File: src/rtl/rxf_pkg.sv
package rxf_pkg;
    localparam logic [31:0] CRC_POLY = 32'hEDB8_8320;
    localparam logic [31:0] CRC_SEED = 32'hFFFF_FFFF;
    localparam int          DA_BYTES = 6;

    // address class enable positions
    localparam int DAE_ALL    = 0;
    localparam int DAE_BCAST  = 1;
    localparam int DAE_EXACT  = 2;
    localparam int DAE_GHASH  = 3;
    localparam int DAE_IHASH  = 4;
    localparam int DAE_W      = 5;

    // quality class enable positions
    localparam int QE_GOOD    = 0;
    localparam int QE_BADCRC  = 1;
    localparam int QE_SHORT   = 2;
    localparam int QE_LONG    = 3;
    localparam int QE_W       = 4;
endpackage

File: src/rtl/rxf_crc_step.sv
// One byte of reflected CRC-32, least significant data bit first.
module rxf_crc_step
    import rxf_pkg::*;
#(
    parameter int DW = 8
) (
    input  logic [31:0]   crc_in,
    input  logic [DW-1:0] data,
    output logic [31:0]   crc_out
);
    logic [31:0] stage [DW+1];

    assign stage[0] = crc_in;

    for (genvar b = 0; b < DW; b++) begin : g_bit
        logic fb;
        assign fb = stage[b][0] ^ data[b];
        assign stage[b+1] = (stage[b] >> 1) ^ (fb ? CRC_POLY : 32'h0);
    end

    assign crc_out = stage[DW];
endmodule

File: src/rtl/rxf_da_class.sv
// Destination-address class filter (combinational).
module rxf_da_class
    import rxf_pkg::*;
#(
    parameter int HASH_BITS = 6,
    parameter int DA_W      = 48
) (
    input  logic [DA_W-1:0]            da,
    input  logic [DA_W-1:0]            my_addr,
    input  logic [(1<<HASH_BITS)-1:0]  hash_tbl,
    input  logic [HASH_BITS-1:0]       hash_idx,
    input  logic [DAE_W-1:0]           da_en,
    output logic                       pass
);
    logic is_bcast, is_group, own_hit, hash_hit, non_bc_pass;

    assign is_bcast = &da;
    assign is_group = da[DA_W-8];          // bit 0 of the first byte
    assign own_hit  = (da == my_addr);
    assign hash_hit = hash_tbl[hash_idx];

    always_comb begin
        non_bc_pass = (da_en[DAE_EXACT] & own_hit)
                    | (da_en[DAE_GHASH] &  is_group & hash_hit)
                    | (da_en[DAE_IHASH] & ~is_group & hash_hit);
        pass = da_en[DAE_ALL]
             | (is_bcast & da_en[DAE_BCAST])
             | (~is_bcast & non_bc_pass);
    end
endmodule

File: src/rtl/rxf_quality.sv
// Frame-quality classes; length counter saturates above MAX_LEN.
module rxf_quality
    import rxf_pkg::*;
#(
    parameter int MIN_LEN = 64,
    parameter int MAX_LEN = 1518,
    parameter int LEN_W   = 11
) (
    input  logic [LEN_W-1:0] len,
    input  logic             crc_ok,
    input  logic [QE_W-1:0]  qual_en,
    output logic             meets
);
    localparam logic [LEN_W-1:0] MIN_L = LEN_W'(MIN_LEN);
    localparam logic [LEN_W-1:0] MAX_L = LEN_W'(MAX_LEN);

    logic [QE_W-1:0] cls;

    always_comb begin
        cls[QE_SHORT]  = (len < MIN_L);
        cls[QE_LONG]   = (len > MAX_L);
        cls[QE_BADCRC] = ~crc_ok;
        cls[QE_GOOD]   = crc_ok & ~cls[QE_SHORT] & ~cls[QE_LONG];
        meets          = |(cls & qual_en);
    end
endmodule

File: src/rtl/rxf_accept_filter.sv
module rxf_accept_filter
    import rxf_pkg::*;
#(
    parameter int MIN_LEN   = 64,
    parameter int MAX_LEN   = 1518,
    parameter int HASH_BITS = 6
) (
    input  logic                       clk,
    input  logic                       rst_n,
    input  logic                       byte_vld,
    input  logic [7:0]                 byte_dat,
    input  logic                       frame_end,
    input  logic                       crc_ok,
    input  logic [47:0]                my_addr,
    input  logic [(1<<HASH_BITS)-1:0]  hash_tbl,
    input  logic [4:0]                 da_en,
    input  logic [3:0]                 qual_en,
    output logic                       da_vld,
    output logic                       da_pass,
    output logic                       dec_vld,
    output logic                       accept,
    output logic                       wr_en
);
    localparam int DA_W  = DA_BYTES * 8;
    localparam int LEN_W = $clog2(MAX_LEN + 2);
    localparam logic [LEN_W-1:0] MAX_L   = LEN_W'(MAX_LEN);
    localparam logic [LEN_W-1:0] DA_LAST = LEN_W'(DA_BYTES - 1);
    localparam logic [LEN_W-1:0] DA_NUM  = LEN_W'(DA_BYTES);

    typedef struct packed {
        logic [LEN_W-1:0] cnt;
        logic [DA_W-1:0]  da;
        logic [31:0]      crc;
        logic             da_vld;
        logic             da_pass;
        logic             dec_vld;
        logic             accept;
    } st_t;

    st_t r_q, r_d;

    logic [31:0]     crc_src, crc_nx;
    logic [DA_W-1:0] da_nx;
    logic            da_hit, q_meets;

    assign crc_src = (r_q.cnt == '0) ? CRC_SEED : r_q.crc;
    assign da_nx   = {r_q.da[DA_W-9:0], byte_dat};

    rxf_crc_step #(.DW(8)) u_crc (
        .crc_in  (crc_src),
        .data    (byte_dat),
        .crc_out (crc_nx)
    );

    rxf_da_class #(.HASH_BITS(HASH_BITS), .DA_W(DA_W)) u_da (
        .da       (da_nx),
        .my_addr  (my_addr),
        .hash_tbl (hash_tbl),
        .hash_idx (crc_nx[31 -: HASH_BITS]),
        .da_en    (da_en),
        .pass     (da_hit)
    );

    rxf_quality #(.MIN_LEN(MIN_LEN), .MAX_LEN(MAX_LEN), .LEN_W(LEN_W)) u_q (
        .len     (r_q.cnt),
        .crc_ok  (crc_ok),
        .qual_en (qual_en),
        .meets   (q_meets)
    );

    always_comb begin
        r_d         = r_q;
        r_d.da_vld  = 1'b0;
        r_d.dec_vld = 1'b0;
        r_d.accept  = 1'b0;

        if (byte_vld) begin
            if (r_q.cnt == '0) begin
                r_d.da_pass = 1'b0;
            end
            if (r_q.cnt < DA_NUM) begin
                r_d.da  = da_nx;
                r_d.crc = crc_nx;
            end
            if (r_q.cnt == DA_LAST) begin
                r_d.da_vld  = 1'b1;
                r_d.da_pass = da_hit;
            end
            if (r_q.cnt <= MAX_L) begin
                r_d.cnt = r_q.cnt + 1'b1;
            end
        end

        if (frame_end) begin
            r_d.dec_vld = 1'b1;
            r_d.accept  = r_q.da_pass & (r_q.cnt >= DA_NUM) & q_meets;
            r_d.cnt     = '0;
        end
    end

    always_ff @(posedge clk) begin
        if (!rst_n) begin
            r_q <= '0;
        end else begin
            r_q <= r_d;
        end
    end

    assign da_vld  = r_q.da_vld;
    assign da_pass = r_q.da_pass;
    assign dec_vld = r_q.dec_vld;
    assign accept  = r_q.accept;
    assign wr_en   = byte_vld & (r_q.cnt < MAX_L);
endmodule

File: config.mk
export PLATFORM = sky130hd
export DESIGN_NAME = rxf_accept_filter
export DESIGN_NICKNAME = d
export VERILOG_FILES = /design/src/rtl/rxf_pkg.sv /design/src/rtl/rxf_crc_step.sv /design/src/rtl/rxf_da_class.sv /design/src/rtl/rxf_quality.sv /design/src/rtl/rxf_accept_filter.sv
export SDC_FILE = /design/constraint.sdc
export NUM_CORES = 1
export LEC_CHECK = 0
export BUFFER_PORTS_ARGS = -buffer_cell sky130_fd_sc_hd__buf_4
export CORE_AREA = 2 2 105 107
export DETAILED_ROUTE_END_ITERATION = 10
export DIE_AREA = 0 0 107 109
export PLACE_DENSITY_LB_ADDON = 0.05
export SLEW_MARGIN = 5
export SYNTH_ARGS = -nofsm -noshare
export SYNTH_HDL_FRONTEND = slang
export SYNTH_HIERARCHICAL = 1
export SYNTH_SLANG_ARGS = --single-unit
File: constraint.sdc
create_clock -name clk -period 8.8 [get_ports clk]
set_input_delay 1.76 -clock clk [delete_from_list [all_inputs] [get_ports clk]]
set_output_delay 1.76 -clock clk [all_outputs]
set_load 0.05 [all_outputs]
Word-level counts from Yosys, hierarchy flattened
Cells that the tools add are included.
{ "word_totals": {"reg_bits": 87, "input_bits": 134} }
{ "classes": {"addsub": 1, "n_lt_le_gt_ge": 7, "n_eq_ne": 2, "mux": 14, "n_bitwise": 39, "reduce_logical": 10} }
{ "op_table": {"columns": ["op", "count"], "rows": [
  ["32-bit 2-to-1 mux", 9],
  ["31-bit by 32-bit bitwise XOR with 32-bit output", 8],
  ["48-bit equality test", 1],
  ["48-bit AND reduction", 1],
  ["1-bit bitwise AND", 12],
  ["11-bit by 1-bit adder with 11-bit output, second input constant", 1],
  ["11-bit by 3-bit equality test with 1-bit output, second input constant", 1],
  ["11-bit by 3-bit >= comparator with 1-bit output, second input constant", 1],
  ["11-bit > comparator, second input constant", 1],
  ["11-bit less-or-equal comparator, second input constant", 1],
  ["11-bit logical NOT", 1],
  ["11-bit less-than comparator, second input constant", 1],
  ["11-bit by 3-bit less-than comparator with 1-bit output, second input constant", 1],
  ["11-bit by 7-bit less-than comparator with 1-bit output, second input constant", 1],
  ["2-bit AND reduction", 5],
  ["1-bit bitwise XOR", 8],
  ["6-bit by 7-bit less-than comparator with 1-bit output, second input constant", 1],
  ["1-bit binary-select mux with 6-bit select", 1],
  ["1-bit NOT", 6],
  ["4-bit bitwise AND", 1],
  ["2-bit 2-to-1 mux", 2],
  ["1-bit bitwise OR", 4],
  ["4-bit OR reduction", 1],
  ["1-bit 2-to-1 mux", 2],
  ["other kinds (2)", 2]
]} }

Depth between registers and ports, before layout
Gate-level depths: netlist of run 1.
{ "depth": {"depth_word": 34, "depth_mapped": 19} }

Cells and area by module
The synthesis of run 1 kept the hierarchy.
{ "by_module_without_submodules": {"columns": ["mod", "instances", "cells_each", "area_each_um2"], "rows": [
  ["rxf_accept_filter", 1, 368, 3694.8],
  ["rxf_da_class", 1, 142, 1292.5],
  ["rxf_crc_step", 1, 67, 977.2],
  ["rxf_quality", 1, 12, 86.3]
]} }

Worst setup path after synthesis of run 1
Ideal clock, no wire load.
{ "synth_path": {"path_type": "input to register", "start": "input byte_dat[7]", "end": "register r_q (netlist bit da_pass)", "setup_time_ns": 0.123, "arrival_ns": 4.260, "required_time_ns": 8.677, "setup_slack_ns": 4.417, "path_stages": 11, "path_buffers": 1, "cell_sequence": "xnor2_1 > xor3_2 > xor2_1 > buf_6 > mux4_1 > nand2b_1 > and4b_1 > nor4_1 > a21oi_1 > nand2_1 > o21ai_1"} }
{ "synth_between": {"elab_chain_len": 11, "word_cells_on_any_way": 18, "classes_between": "1 x eq/ne; 4 x mux; 12 x bitwise; 1 x reduce/logical"} }
{ "synth_rtl": {"columns": ["element", "line_no", "rtl"], "rows": [
  ["start: declaration", "rxf_accept_filter.sv:11", "input logic [7:0] byte_dat,"],
  ["1-bit bitwise XOR (*)", "rxf_crc_step.sv:17", "assign fb = stage[b][0] ^ data[b];"],
  ["32-bit 2-to-1 mux (*)", "rxf_crc_step.sv:18", "assign stage[b+1] = (stage[b] >> 1) ^ (fb ? CRC_POLY : 32'h0);"],
  ["31-bit by 32-bit bitwise XOR with 32-bit output (*)", "rxf_crc_step.sv:18", null],
  ["via crc_nx[27]", "rxf_accept_filter.sv:42", "logic [31:0] crc_src, crc_nx;"],
  ["1-bit binary-select mux with 6-bit select (*)", "rxf_da_class.sv:20", "assign hash_hit = hash_tbl[hash_idx];"],
  ["1-bit 2-to-1 mux (not written as such) (*)", "rxf_da_class.sv:20", null],
  ["1-bit bitwise AND", "rxf_da_class.sv:24", "| (da_en[DAE_GHASH] & is_group & hash_hit)"],
  ["1-bit bitwise OR", "rxf_da_class.sv:24", null],
  ["1-bit bitwise OR (*)", "rxf_da_class.sv:25", "| (da_en[DAE_IHASH] & ~is_group & hash_hit);"],
  ["1-bit bitwise AND (*)", "rxf_da_class.sv:28", "| (~is_bcast & non_bc_pass);"],
  ["1-bit bitwise OR (*)", "rxf_da_class.sv:28", null],
  ["via da_hit", "rxf_accept_filter.sv:44", "logic da_hit, q_meets;"],
  ["2-bit 2-to-1 mux (*)", "rxf_accept_filter.sv:85", "if (r_q.cnt == DA_LAST) begin"],
  ["end signal: assignment", "rxf_accept_filter.sv:105", "r_q <= r_d;"],
  ["end: declaration", "rxf_accept_filter.sv:40", "st_t r_q, r_d;"]
]} }
Mark *: on every way through the listed nets, which the timed path passes. The rest lies on a longest branch. The select of a mux whose other input is x is not followed.
A chain may end at the register's enable or synchronous reset.

Final worst setup path of run 1
{ "layout_path": {"start": "register r_q[94] (netlist name)", "end": "register r_q (netlist bit da_pass)"} }
{ "layout_between": {"word_cells_on_any_way": 38, "classes_between": "1 x eq/ne; 12 x mux; 22 x bitwise; 3 x reduce/logical"} }
{ "layout_rtl": {"columns": ["element", "line_no", "rtl"], "rows": [
  ["11-bit logical NOT (*)", "rxf_accept_filter.sv:46", "assign crc_src = (r_q.cnt == '0) ? CRC_SEED : r_q.crc;"],
  ["32-bit 2-to-1 mux (*)", "rxf_accept_filter.sv:46", null],
  ["via crc_src[5]", "rxf_accept_filter.sv:42", null],
  ["31-bit by 32-bit bitwise XOR with 32-bit output (*) (5 in series)", "rxf_crc_step.sv:18", null],
  ["1-bit bitwise XOR (*)", "rxf_crc_step.sv:17", null],
  ["32-bit 2-to-1 mux (*)", "rxf_crc_step.sv:18", null],
  ["31-bit by 32-bit bitwise XOR with 32-bit output (*) (3 in series)", "rxf_crc_step.sv:18", null],
  ["via crc_nx[28]", "rxf_accept_filter.sv:42", null],
  ["1-bit binary-select mux with 6-bit select (*)", "rxf_da_class.sv:20", null],
  ["1-bit 2-to-1 mux (not written as such) (*)", "rxf_da_class.sv:20", null],
  ["1-bit bitwise AND", "rxf_da_class.sv:24", null],
  ["1-bit bitwise OR", "rxf_da_class.sv:24", null],
  ["1-bit bitwise OR (*)", "rxf_da_class.sv:25", null],
  ["1-bit bitwise AND (*)", "rxf_da_class.sv:28", null],
  ["1-bit bitwise OR (*)", "rxf_da_class.sv:28", null],
  ["via da_hit", "rxf_accept_filter.sv:44", null],
  ["2-bit 2-to-1 mux (*)", "rxf_accept_filter.sv:85", null]
]} }
Marks and branches as above.

==> results of run 1 <==
metrics by stage:
step	worst slack (ns)	cell area [um^2]	cells	power [uW]	hold WS [ns]
6_report	4.067	7229	856	1374	0.4953
5_1_grt	3.728	7229	856	1451	0.5302
4_1_cts	4.072	7229	856	1382	0.5003
3_5_place_dp	3.737	7008	840	1072	0.4778
3_3_place_gp	3.826	7008	840	1057	0.4672
2_1_floorplan	4.417	6051	589	968.4	0.4543
worst register-to-register path, delay by kind of cell (launching register included):
family / cells / cell delay [ns]
AOI/OAI and AO/OA: 3 / 0.24
xor gates and xnor gates: 3 / 1.72
buffers and inverters: 1 / 0.33
DFF: 1 / 0.71
muxes: 2 / 0.57
and+or+nand+nor: 6 / 1.03
area by class of cell:
cell class                 instances  area [um^2]  share of cell area
clock buffer                      10        137.6             0.01904
multi-input combinational        459         3980              0.5505
tap                              140        175.2             0.02423
clock inverter                     6        83.83             0.01160
inverter                          12        45.04            0.006231
sequential                        87         1742              0.2409
timing repair buffer             142         1066              0.1475
worst paths after layout:
check | cells past startpoint | from | slack, ns | end
max reg2reg | 15 | r_q[94]$_SDFFE_PP0P_ | 4.07 | da_pass$_SDFFE_PN0P_
max | 15 | r_q[94]$_SDFFE_PP0P_ | 4.07 | da_pass$_SDFFE_PN0P_
min | 2 | r_q[24]$_SDFFE_PN0P_ | 0.50 | r_q[24]$_SDFFE_PN0P_
min reg2reg | 2 | r_q[24]$_SDFFE_PN0P_ | 0.50 | r_q[24]$_SDFFE_PN0P_
where the power goes:
| group | total [uW] | switching [uW] | internal [uW] |
|---|---|---|---|
| combinational | 606 | 269 | 337 |
| sequential | 457 | 24.4 | 433 |
| clock | 311 | 144 | 167 |
| total | 1370 | 437 | 937 |
flip-flops by register name, summed over array words and instances, names as in the netlist:
signal	cells
accept	1
dec_vld	1
da_nx	40
da_pass	1
r_q	43
da_vld	1
cell usage in the layout, fill, tap and decap left out, drive strengths merged, types with 2 or more instances in the layout:
cell     Yosys  routed
nor3         5       5
dfxtp       87      87
nor2        83      83
and2         4       4
a2111oi      4       4
nand2       21      21
clkinv       0       4
nand4b       3       3
a211oi       3       3
buf         16     142
nor2b        4       4
nand2b      30      30
o311ai       2       2
a31o         3       3
a31oi        3       3
o21ai        6       6
nand3        7       7
a21oi        7       7
bufinv       0       2
mux2i       81      81
a41o         2       2
mux4        15      15
xor3         7       7
inv         12      12
clkbuf      15      10
nor4        17      17
or2b         5       5
xnor2       50      50
or2          2       2
ha           4       4
nand4       20      20
xor2        46      46
xnor3       10      10
metal layers:
layer	vias up	track usage	wire [um]
met2	157	0.4449	7264
met5	-	0	0
met3	22	0.04304	873
met1	2263	0.3262	6386
met4	0	0.07421	265
li1	2319	-	-
cells by family after synthesis:
logic type	Yosys count	share of synthesized area
compound gates	38	0.04901
xor+xnor	113	0.2291
fa+ha+maj	4	0.008272
buf+inv	43	0.05687
flops	87	0.2878
mux	96	0.1923
simple gates	208	0.1766
==> results.sh, run 1 <==
export IMPL_outcome="complete, no violations"
export IMPL_layout_drive_gt1_share=0.2779
export IMPL_grt_start_max_net_pins=75
export IMPL_htreeDepth=3
export IMPL_fillers=834
export IMPL_placementRows=38
export IMPL_overflow=0
export IMPL_synth_edff_count=0
export IMPL_dieHeight_um=109
export IMPL_grt_total_usage=0.2549
export IMPL_die_area_um2=11660
export IMPL_place_gp_congestion=0.9571
export IMPL_synth_fp_nets=727
export IMPL_slowest_delay_ns=0.79
export IMPL_setup_violations=0
export IMPL_fin_crit_sh=0.5378
export IMPL_ios=139
export IMPL_crit_path_top_delay_cell="xnor2_2"
export IMPL_period_minus_slack_ns=4.733
export IMPL_power_density_nw_per_um2=190.1
export IMPL_drt_iter0_markers=270
export IMPL_path_cells="nor4_2 -> nand4b_1 -> buf_4 -> nand2b_1 -> xnor2_2 -> xnor3_2 -> xnor2_2 -> mux4_2 -> mux2i_1 -> a21oi_1 -> and4b_1 -> nor4_1 -> a21oi_1 -> nand2_1 -> o21ai_1"
export IMPL_tritoncts="yes"
export IMPL_final_util=0.6819
export IMPL_setup_tns_final_ns=0
export IMPL_hold_viol=0
export IMPL_cp_required_ns=9.04
export IMPL_peakVddDrop_uv=112.3
export IMPL_ctsResizeCount=0
export IMPL_ys_types=64
export IMPL_crit_fanout=33
export IMPL_arrival_ns=4.97
export IMPL_ys_top_cells_by_count="dfxtp_1 (87), nor2_1 (83), mux2i_1 (81), xor2_1 (45), xnor2_1 (42)"
export IMPL_ys_warn_count=6
export IMPL_core_area_um2=10600
export IMPL_relSlewSlack=0.3272
export IMPL_cp_end_kind="flip-flop"
export IMPL_clockBufferDepth=2
export IMPL_dp_hpwl_um=11340
export IMPL_drv_cap=0
export IMPL_netlist_area_um2=6051
export IMPL_async_flop_share=0
export IMPL_hold_path_class="reg2reg"
export IMPL_cp_top_family="XOR/XNOR gates"
export IMPL_start_kind="flip-flop"
export IMPL_clkTransAtPathRegs_ns=0.09
export IMPL_cts_root_buf="clkbuf_8"
export IMPL_detail_route_antenna_nets=0
export IMPL_antenna_found_initial=0
export IMPL_cts_setup_buffers=0
export IMPL_fin_skew_ns=0.009214
export IMPL_grt_pass1_vias=4677
export IMPL_io_buffers=138
export IMPL_slew_violations=0
export IMPL_synth_most_common_cell="dfxtp_1"
export IMPL_netlist_area_leader_share=0.2878
export IMPL_grt_first_pass_wirelength_um=23070
export IMPL_clock_latency_ns=0.36
export IMPL_num_antenna_cells=0
export IMPL_cts_buffers_inserted=9
export IMPL_ys_seq_elements=87
export IMPL_clock_sinks=87
export IMPL_layout_nets=849
export IMPL_p_leak_uw=0.003217
export IMPL_initial_core_util=0.5707
export IMPL_die_w_um=107
export IMPL_yosys_top_cells_area="dfxtp_1 (29%), mux2i_1 (13%), xor2_1 (6.5%)"
export IMPL_drc=0
export IMPL_seq_area_frac_synth=0.2878
export IMPL_path_buf_inv=1
export IMPL_routed_wirelength_um=14790
export IMPL_yosysTopAreaCell="dfxtp_1"
export IMPL_viasPerCell=5.562
export IMPL_path_class="reg2reg"
export IMPL_synth_flop_cell="dfxtp_1"
export IMPL_tightest_slew_ns=1.009
export IMPL_fmax_mhz=211.3
export IMPL_area_growth_pct=19.48
export IMPL_firstDrtPassIters=4
export IMPL_cts_hold_buf=0
export IMPL_syn_inst=589
export IMPL_wl_per_cell_um=17.28
export IMPL_syn_avg_cell_area_um2=10.27
export IMPL_rsz0062_at_grt="false"
export IMPL_via_count=4761
Note: power is estimated with default switching activity, not from simulation.
==> run 2: changes to the inputs <==
--- a/config.mk
+++ b/config.mk
@@ -6,9 +6,9 @@
 export NUM_CORES = 1
 export LEC_CHECK = 0
 export BUFFER_PORTS_ARGS = -buffer_cell sky130_fd_sc_hd__buf_4
-export CORE_AREA = 2 2 105 107
+export CORE_AREA = 2 2 108 110
 export DETAILED_ROUTE_END_ITERATION = 10
-export DIE_AREA = 0 0 107 109
+export DIE_AREA = 0 0 110 112
 export PLACE_DENSITY_LB_ADDON = 0.05
 export SLEW_MARGIN = 5
 export SYNTH_ARGS = -nofsm -noshare
==> constraint.sdc (replaced) <==
create_clock -name clk -period 4.6 [get_ports clk]
set_input_delay 0.92 -clock clk [delete_from_list [all_inputs] [get_ports clk]]
set_output_delay 0.92 -clock clk [all_outputs]
set_load 0.05 [all_outputs]
==> run 2 against run 1 <==
First-iteration DRC count increased by 6.3%. Critical path depth increased by 1. Power increased by 110%. Sequential cell count unchanged. Non-clock buffer count increased by 9. Final area increased by 3.1%. Global-route usage increased by 0.14 points. Sequential share of layout area decreased by 0.74 points. Worst setup slack got worse by 3.8 ns. Hold slack got worse by 0.010 ns. Critical path type unchanged. Critical endpoint unchanged. Largest cell class unchanged.
==> results.sh, run 2 (synthesized netlist as in run 1, its figures left out) <==
export IMPL_crit_fanout=33
export IMPL_largest_reg_flops=43
export IMPL_via_count=4811
export IMPL_r2r_cells=16
export IMPL_start_kind="flip-flop"
export IMPL_detail_route_antenna_nets=0
export IMPL_p_leak_uw=0.003327
export IMPL_htreeDepth=3
export IMPL_mostFrequentLayoutCell="buf_4"
export IMPL_area_growth_pct=23.24
export IMPL_wl_per_cell_um=17.44
export IMPL_grt_first_pass_wirelength_um=24140
export IMPL_setup_tns_final_ns=0
export IMPL_hold_viol=0
export IMPL_ios=139
export IMPL_arrival_ns=4.52
export IMPL_cp_end_kind="flip-flop"
export IMPL_outcome="complete, no violations"
export IMPL_grt_total_usage=0.2563
export IMPL_largest_register="r_q"
export IMPL_cts_buffers_inserted=9
export IMPL_overflow=0
export IMPL_setup_violations=0
export IMPL_fin_skew_ns=0.006013
export IMPL_ctsResizeCount=0
export IMPL_clock_sinks=87
export IMPL_period_minus_slack_ns=4.292
export IMPL_fin_crit_sh=0.9330
export IMPL_drc=0
export IMPL_crit_path_top_delay_cell="xor3_2"
export IMPL_tightest_slew_ns=0.7766
export IMPL_layout_nets=858
export IMPL_power_density_nw_per_um2=389.8
export IMPL_grt_start_max_net_pins=74
export IMPL_hold_depth=2
export IMPL_initial_core_util=0.5415
export IMPL_io_buffers=138
export IMPL_drv_cap=0
export IMPL_dp_hpwl_um=11450
export IMPL_routed_wirelength_um=15120
export IMPL_slew_violations=0
export IMPL_core_area_um2=11170
export IMPL_num_antenna_cells=0
export IMPL_die_area_um2=12320
export IMPL_cts_setup_buffers=0
export IMPL_grt_pass1_vias=4788
export IMPL_worstHoldStart="r_q[21]$_SDFFE_PN0P_"
export IMPL_total_power_uw=2907
export IMPL_placementRows=39
export IMPL_peakVddDrop_uv=207.6
export IMPL_clkTransAtPathRegs_ns=0.06
export IMPL_cts_root_buf="clkbuf_16"
export IMPL_cp_required_ns=4.82
export IMPL_tritoncts="yes"
export IMPL_fmax_mhz=233.0
export IMPL_die_w_um=110
export IMPL_firstDrtPassIters=5
export IMPL_rsz0062_at_grt="false"
export IMPL_cts_hold_buf=0
export IMPL_path_cells="inv_1 -> ha_1 -> nand4b_1 -> buf_12 -> nand2b_1 -> xnor2_4 -> xor3_2 -> xor2_4 -> buf_4 -> mux4_2 -> nand3_1 -> a31oi_1 -> nor4_1 -> a21oi_1 -> nand2_1 -> o21ai_1"
export IMPL_dieHeight_um=112
export IMPL_antenna_found_initial=0
export IMPL_layout_drive_gt1_share=0.2873
export IMPL_clockBufferDepth=2
export IMPL_r2r_start="r_q[85]$_SDFFE_PP0P_"
export IMPL_hold_path_class="reg2reg"
export IMPL_path_class="reg2reg"
export IMPL_layout_common_cells="buf_4 (149), dfxtp_1 (87), nor2_1 (83)"
export IMPL_cp_startpoint="r_q[85]$_SDFFE_PP0P_"
export IMPL_clock_latency_ns=0.34
export IMPL_relSlewSlack=0.4823
export IMPL_place_gp_congestion=0.9331
export IMPL_viasPerCell=5.549
export IMPL_drt_iter0_markers=287
export IMPL_slowest_delay_ns=0.62
==> run 2: changes by cell type in the layout (fill, tap and decap cells not counted), moves of 2 or more <==
cell	change
clkbuf_8	-10
clkbuf_16	+9
buf_4	+7
buf_12	+2
==> run 2: critical path: cells and delay by family (launching register included) <==
family / cells / cell delay (ns)
AO/OA/AOI/OAI: 3 / 0.25
XOR/XNOR: 3 / 1.35
adder cells (fa/ha/maj): 1 / 0.20
buffers and inverters: 3 / 0.63
flip-flops: 1 / 0.52
multiplexers: 1 / 0.51
AND/OR/NAND/NOR: 5 / 0.70
==> run 2: final timing paths <==
path / to / slack [ns]
max reg2reg: da_pass$_SDFFE_PN0P_ / 0.31
min reg2reg: r_q[21]$_SDFFE_PN0P_ / 0.49
min: r_q[21]$_SDFFE_PN0P_ / 0.49
max: da_pass$_SDFFE_PN0P_ / 0.31
==> run 2: metrics by stage <==
step	setup slack [ns]	instance area (um^2)	cells	util	hold WS, ns
finish	0.3083	7457	867	0.6673	0.4852
global route	0.05467	7457	867	0.6673	0.5092
CTS	0.1305	7438	867	0.6657	0.4905
detailed placement	0.1400	7104	852	0.6358	0.4754
global placement	0.2376	7104	852	0.6358	0.4676
floorplan	0.6441	6051	589	-	0.4543
==> run 2: layer usage <==
metal | track usage | routed length (um) | vias up
li1 | - | - | 2349
met4 | 0.07679 | 199 | 0
met2 | 0.4380 | 7651 | 140
met3 | 0.04333 | 728 | 13
met5 | 0 | 0 | -
met1 | 0.3281 | 6543 | 2309
==> run 2: report_power, final <==
part	switching, uW	internal, uW	leakage, uW
clock network	305	528	0.000166
registers	45.0	829	0.000710
logic	523	677	0.00245
==> run 2: area by class of cell <==
cell class	instances	area, um^2
tap	143	178.9
inverter	12	45.04
clock buffer	9	225.2
fill	887	3717
clock inverter	6	108.9
multi-input combinational	459	3999
timing repair buffer	151	1159
sequential	87	1742
